$ cat src/rtl/brg_pkg.sv
// Shared types for the baud-rate generator: control word layout and
// source encoding. Assumes the control register sits in the low bits
// of the write data byte.
package brg_pkg;

    typedef enum logic {
        SRC_CORE = 1'b0,
        SRC_PIN  = 1'b1
    } brg_src_e;

    // bit 0 run, bit 1 source, bit 2 pin drive
    typedef struct packed {
        logic     pin_drive;
        brg_src_e src;
        logic     run;
    } brg_ctrl_t;

    localparam int CTRL_W      = 3;
    localparam int CMD_RST_BIT = 0;

endpackage

$ cat src/rtl/brg_regs.sv
// Register file of the generator: time-constant bytes, control word,
// command decode and the source selection that actually drives the
// counter. Assumes writes are synchronous to clk and one per cycle.
module brg_regs
    import brg_pkg::*;
#(
    parameter int BYTE_W   = 8,
    parameter int TC_BYTES = 2,
    parameter int ADDR_W   = 2
) (
    input  logic                         clk,
    input  logic                         rst_n,
    input  logic                         wr_en,
    input  logic [ADDR_W-1:0]            wr_addr,
    input  logic [BYTE_W-1:0]            wr_data,
    output logic [BYTE_W*TC_BYTES-1:0]   tc,
    output logic                         run,
    output brg_src_e                     src_eff,
    output logic                         pin_drive
);
    localparam int TC_W      = BYTE_W * TC_BYTES;
    localparam int CTRL_ADDR = TC_BYTES;
    localparam int CMD_ADDR  = TC_BYTES + 1;

    logic [TC_W-1:0] tc_q;
    brg_ctrl_t       ctrl_q;
    brg_src_e        src_q;
    logic            soft_rst;

    assign soft_rst = wr_en && (wr_addr == ADDR_W'(CMD_ADDR)) && wr_data[CMD_RST_BIT];

    // Time-constant byte registers, one byte per address.
    always_ff @(posedge clk) begin
        if (!rst_n || soft_rst) begin
            tc_q <= '0;
        end else if (wr_en) begin
            for (int i = 0; i < TC_BYTES; i++) begin
                if (wr_addr == ADDR_W'(i)) begin
                    tc_q[i*BYTE_W +: BYTE_W] <= wr_data;
                end
            end
        end
    end

    // Control word register.
    always_ff @(posedge clk) begin
        if (!rst_n || soft_rst) begin
            ctrl_q <= '0;
        end else if (wr_en && wr_addr == ADDR_W'(CTRL_ADDR)) begin
            ctrl_q <= brg_ctrl_t'(wr_data[CTRL_W-1:0]);
        end
    end

    // Effective source: follows the control bit only while stopped.
    always_ff @(posedge clk) begin
        if (!rst_n || soft_rst) begin
            src_q <= SRC_CORE;
        end else if (!ctrl_q.run) begin
            src_q <= ctrl_q.src;
        end
    end

    assign tc        = tc_q;
    assign run       = ctrl_q.run;
    assign src_eff   = src_q;
    assign pin_drive = ctrl_q.pin_drive;

    assert_src_frozen_R7: assert property (@(posedge clk) disable iff (!rst_n)
        (ctrl_q.run && !soft_rst) |=> $stable(src_q));

    assert_cmd_clears_R9: assert property (@(posedge clk) disable iff (!rst_n)
        soft_rst |=> (!ctrl_q.run && tc_q == '0 && src_q == SRC_CORE));

endmodule

$ cat src/rtl/brg_clk_sel.sv
// Input-clock selection: synchronizes the external pin, turns its rising
// edges into one-cycle enables and picks that or the core clock as the
// count enable. Assumes the pin toggles slower than a quarter of clk.
module brg_clk_sel
    import brg_pkg::*;
#(
    parameter int SYNC_STAGES = 2
) (
    input  logic     clk,
    input  logic     rst_n,
    input  logic     ext_clk,
    input  brg_src_e src_sel,
    input  logic     run,
    output logic     tick
);
    localparam int SH_W = SYNC_STAGES + 1;

    logic [SH_W-1:0] sh_q;
    logic            ext_tick;

    generate
        for (genvar s = 0; s < SH_W; s++) begin : g_stage
            // One synchronizer or edge-history stage.
            always_ff @(posedge clk) begin
                if (!rst_n) begin
                    sh_q[s] <= 1'b0;
                end else begin
                    sh_q[s] <= (s == 0) ? ext_clk : sh_q[(s == 0) ? 0 : s-1];
                end
            end
        end
    endgenerate

    assign ext_tick = sh_q[SYNC_STAGES-1] & ~sh_q[SYNC_STAGES];
    assign tick     = run & ((src_sel == SRC_PIN) ? ext_tick : 1'b1);

    assert_edge_pulse_R6: assert property (@(posedge clk) disable iff (!rst_n)
        ext_tick |=> !ext_tick);

endmodule

$ cat src/rtl/brg_counter.sv
// Down-counter and output toggle. Loads TC + 1 while stopped, counts one
// per tick and, on the tick after reaching zero, reloads and toggles, so
// each half-period is TC + 2 ticks. Assumes tick is low when not running.
module brg_counter #(
    parameter int TC_W = 16
) (
    input  logic            clk,
    input  logic            rst_n,
    input  logic            run,
    input  logic            tick,
    input  logic [TC_W-1:0] tc,
    output logic            clk_out
);
    localparam int CNT_W = TC_W + 1;

    logic [CNT_W-1:0] cnt_q;
    logic [CNT_W-1:0] load_val;
    logic             tgl_q;

    assign load_val = CNT_W'(tc) + CNT_W'(1);

    // Count, reload and toggle; hold the load value while stopped.
    always_ff @(posedge clk) begin
        if (!rst_n) begin
            cnt_q <= '0;
            tgl_q <= 1'b0;
        end else if (!run) begin
            cnt_q <= load_val;
            tgl_q <= 1'b0;
        end else if (tick) begin
            if (cnt_q == '0) begin
                cnt_q <= load_val;
                tgl_q <= ~tgl_q;
            end else begin
                cnt_q <= cnt_q - CNT_W'(1);
            end
        end
    end

    assign clk_out = tgl_q;

    assert_stop_low_R4: assert property (@(posedge clk) disable iff (!rst_n)
        !run |=> !tgl_q);

    assert_toggle_at_zero_R2: assert property (@(posedge clk) disable iff (!rst_n)
        (run && tick && cnt_q == '0) |=> (tgl_q != $past(tgl_q)));

    assert_hold_between_ticks_R2: assert property (@(posedge clk) disable iff (!rst_n)
        (run && !tick) |=> $stable(tgl_q));

endmodule

$ cat src/rtl/brg_top.sv
// Programmable baud-rate generator top: register file, input-clock
// selection and divider. Assumes all writes come on clk and ext_clk is
// asynchronous and slower than a quarter of clk.
module brg_top
    import brg_pkg::*;
#(
    parameter int BYTE_W      = 8,
    parameter int TC_BYTES    = 2,
    parameter int SYNC_STAGES = 2,
    localparam int ADDR_W     = $clog2(TC_BYTES + 2),
    localparam int TC_W       = BYTE_W * TC_BYTES
) (
    input  logic              clk,
    input  logic              rst_n,
    input  logic              ext_clk,
    input  logic              wr_en,
    input  logic [ADDR_W-1:0] wr_addr,
    input  logic [BYTE_W-1:0] wr_data,
    output logic              brg_clk,
    output logic              brg_pin
);
    logic [TC_W-1:0] tc;
    logic            run;
    brg_src_e        src_eff;
    logic            pin_drive;
    logic            tick;

    brg_regs #(
        .BYTE_W  (BYTE_W),
        .TC_BYTES(TC_BYTES),
        .ADDR_W  (ADDR_W)
    ) u_regs (
        .clk      (clk),
        .rst_n    (rst_n),
        .wr_en    (wr_en),
        .wr_addr  (wr_addr),
        .wr_data  (wr_data),
        .tc       (tc),
        .run      (run),
        .src_eff  (src_eff),
        .pin_drive(pin_drive)
    );

    brg_clk_sel #(
        .SYNC_STAGES(SYNC_STAGES)
    ) u_sel (
        .clk    (clk),
        .rst_n  (rst_n),
        .ext_clk(ext_clk),
        .src_sel(src_eff),
        .run    (run),
        .tick   (tick)
    );

    brg_counter #(
        .TC_W(TC_W)
    ) u_cnt (
        .clk    (clk),
        .rst_n  (rst_n),
        .run    (run),
        .tick   (tick),
        .tc     (tc),
        .clk_out(brg_clk)
    );

    assign brg_pin = brg_clk & pin_drive;

endmodule

$ cat config.mk
export PLATFORM = sky130hd
export DESIGN_NAME = brg_top
export DESIGN_NICKNAME = d
export VERILOG_FILES = /design/src/rtl/brg_pkg.sv /design/src/rtl/brg_regs.sv /design/src/rtl/brg_clk_sel.sv /design/src/rtl/brg_counter.sv /design/src/rtl/brg_top.sv
export SDC_FILE = /design/constraint.sdc
export NUM_CORES = 1
export LEC_CHECK = 0
export BUFFER_PORTS_ARGS = -buffer_cell sky130_fd_sc_hd__buf_2
export CAP_MARGIN = 20
export CORE_ASPECT_RATIO = 0.7
export CORE_MARGIN = 1.5
export CORE_UTILIZATION = 40
export CTS_CLUSTER_SIZE = 16
export DETAILED_ROUTE_END_ITERATION = 8
export GPL_ROUTABILITY_DRIVEN = 0
export PLACE_DENSITY = 0.66
export SLEW_MARGIN = 10
export SYNTH_ARGS = -nofsm -noshare
export SYNTH_HDL_FRONTEND = slang
export SYNTH_SLANG_ARGS = --single-unit
$ cat constraint.sdc
create_clock -name clk -period 2.5 [get_ports clk]
set_clock_uncertainty 0.2 [all_clocks]
set_input_delay 0.5 -clock clk [delete_from_list [all_inputs] [get_ports clk]]
set_output_delay 0.5 -clock clk [all_outputs]
set_load 0.05 [all_outputs]
==> results.ini <==
[status]
status=finished clean

[clock_network]
clkTransAtPathRegs_ns=0.08
hold_buffers=0
h-tree-depth=2
cts_inserted_buffers=5
ctsLongestPathBuffers=2
clk_latency_ns=0.30
cts_tree=yes
post-cts-setup-buffer-count=0
root_buffer=clkbuf_8
cts.sinks=41

[synth]
yosys.area_share.simple=0.2746
syn_inst=283
synth-seq-cells=41
synth_edf_count=0
syn_nets=300
synthArstFlopShare=0
synth_compound_area_frac=0.1924
ys.flop_type=dfxtp_1
ys_seq_area_frac=0.3525
synth.avg_cell_area_um2=8.228
synthXorXnorAreaFrac=0.05266
yosys-mux-area-fraction=0.06878
syn_area_mm2=0.002328
synth.distinct_cells=56
synthAdderAreaFrac=0.01612
ys_warn_count=0
synth_top_family_by_area=simple AND/OR/NAND/NOR gates

[setup_path]
crit_chain=or4_4, or2_4, o21ai_2, buf_4, o21ai_0, o21a_1
r2r-end=u_cnt.cnt_q[4]
crit_cells=6
cp.required_ns=2.49
critPathKind=reg2reg
r2r_slack_ns=0.13
critical_path.max_fanout=7
rr_startpoint=u_cnt.cnt_q[8]
critPathLaunchType=flip-flop
endpoint=u_cnt.cnt_q[4]
cp_slowest_stage_delay_ns=0.61
cp-startpoint=u_cnt.cnt_q[8]
crit_path_end_kind=flip-flop
rr_worst_depth=6
worst_path_max_delay_cell=or4_4
path_delay_family=simple AND/OR/NAND/NOR gates
arrival_ns=2.36
worst-path-buf-inv=1

[cells_and_area]
diodes=0
final_common_cell=dfxtp_1
nets=320
mostFrequentLayoutCells=dfxtp_1, nor2_1, nand2_1
drive_gt1_frac=0.1452
syn_to_final_growth_pct=13.49

[timing]
fin_crit_sh=0.9477
finalSetupTns_ns=0
fmax_mhz=422.1
hold_violations=0
relSlewSlack=0.5907
maxSlewViolCount=0
whs_ns=0.2124
final-setup-viol-count=0
min_period_ns=2.369
rsz0062_at_grt=false
worstMarginPinSlew_ns=0.6124

[global_routing]
antenna_found_initial=0
grt_pass1_vias=2004
grt_max_degree=20
grt_usage=0.2169
overflow=0
grt_pass1_wl_mm=10.39

[job]
max_cap_viol_count=0

[routing]
dr_total_vias=2231
first_iter_violations=230
wirelength_mm=6.144
wl_per_cell_um=16.25
drc=0
first_pass_iters=5
ant_nets=0
vias_per_cell=5.902

[floorplanning]
die_w_um=94.19
die_y_um=66.84
io-pin-count=16
start_util=0.4107
die_area_mm2=0.006295
num_rows=23
fp.coreArea_mm2=0.005669

[placed_design]
dp_hpwl_mm=4.608
io_buffer_count=15

[pwr]
powerDensity_mw_per_mm2=551.2
leakage_nw=1.034
ir_drop_v=0.0003258
power_mw=1.457

[hold_path]
hp-class=in2reg
holdPathStages=2

==> registers in the layout (all words and copies together) (netlist names) <==
signal and cells:
u_cnt.cnt_q 17, u_regs.tc 16, u_sel.sh_q 3, u_cnt.clk_out 1, u_regs.ctrl_q 1, u_regs.pin_drive 1, u_regs.run 1, u_regs.src_eff 1
==> cell families (layout without fill, tap and decap cells) <==
| family | count (synthesis) | count (layout) |
|---|---|---|
| simple gates | 119 | 119 |
| buf+inv | 23 | 43 |
| flops | 41 | 41 |
| xor+xnor | 14 | 14 |
| compound gates | 67 | 67 |
| fa+ha+maj | 3 | 3 |
| mux | 16 | 16 |
==> cell usage after synthesis (3+ instances only) <==
| cell | instances | area, um^2 |
|---|---|---|
| mux2i_1 | 16 | 160.2 |
| or3_1 | 7 | 43.79 |
| o31a_1 | 5 | 43.79 |
| nand4_1 | 6 | 37.54 |
| and4_1 | 6 | 52.55 |
| a21oi_1 | 16 | 80.08 |
| a31oi_1 | 7 | 43.79 |
| ha_1 | 3 | 37.54 |
| nand3_1 | 11 | 55.05 |
| nand2_1 | 23 | 86.33 |
| and2_1 | 6 | 37.54 |
| nor2_1 | 30 | 112.6 |
| o21ai_0 | 13 | 65.06 |
| xor2_1 | 9 | 78.83 |
| nor4_1 | 3 | 18.77 |
| clkbuf_1 | 10 | 37.54 |
| o21a_1 | 3 | 22.52 |
| nor3_1 | 11 | 55.05 |
| o22ai_1 | 4 | 25.02 |
| inv_1 | 7 | 26.28 |
| dfxtp_1 | 41 | 820.8 |
| xnor2_1 | 5 | 43.79 |
==> metal layers <==
layer  wire length (um)  up-vias  global-route usage
met5                  0        -                   0
met2               2456      123              0.2968
li1                   -     1084                   -
met4                 59        0             0.04851
met1               2978     1013              0.3313
met3                649       11             0.05594
==> metrics by stage <==
step / instances / worst slack (ns) / util / instance area (um^2)
after CTS: 378 / 0.08480 / 0.4637 / 2629
after global routing: 378 / 0.04325 / 0.4661 / 2643
final: 378 / 0.1308 / 0.4661 / 2643
after floorplan: 283 / 0.2386 / - / 2328
after global placement: 371 / 0.1724 / 0.4454 / 2525
after detailed placement: 371 / 0.1062 / 0.4454 / 2525
==> worst min path at each step <==
stage,start,end,slack [ns]
floorplan,u_sel.sh_q[0],u_sel.sh_q[1],0.21
global placement,u_sel.sh_q[0],u_sel.sh_q[1],0.24
detailed placement,u_sel.sh_q[0],u_sel.sh_q[1],0.22
CTS,ext_clk,u_sel.sh_q[0],0.21
global route,ext_clk,u_sel.sh_q[0],0.21
finish,ext_clk,u_sel.sh_q[0],0.21
==> where the power goes <==
| part | internal, mW | switching (mW) | leakage, nW |
|---|---|---|---|
| Clock | 0.290 | 0.232 | 0.0540 |
| Combinational | 0.0968 | 0.137 | 0.647 |
| Sequential | 0.674 | 0.0261 | 0.333 |
==> worst reg2reg max path, delay by kind of cell, from the launching register on <==
family | cells | cell delay (ns)
flip-flops | 1 | 0.37
AND/OR/NAND/NOR | 2 | 0.90
buffers and inverters | 1 | 0.21
AO/OA/AOI/OAI | 3 | 0.60
==> repair_timing <==
item,4_1_cts,5_1_grt
endpoints found under the hold margin,0,0
setup endpoints to repair,0,3
gates resized for setup,0,3
==> area by class of cell <==
type	count	area, um^2
Tap cell	75	93.84
Clock buffer	5	68.82
Timing Repair Buffer	28	172.7
Inverter	8	30.03
Sequential cell	41	820.8
Clock inverter	2	35.03
Fill cell	524	3027
Multi-Input combinational cell	219	1421
Power figures use the tool's default switching activity.
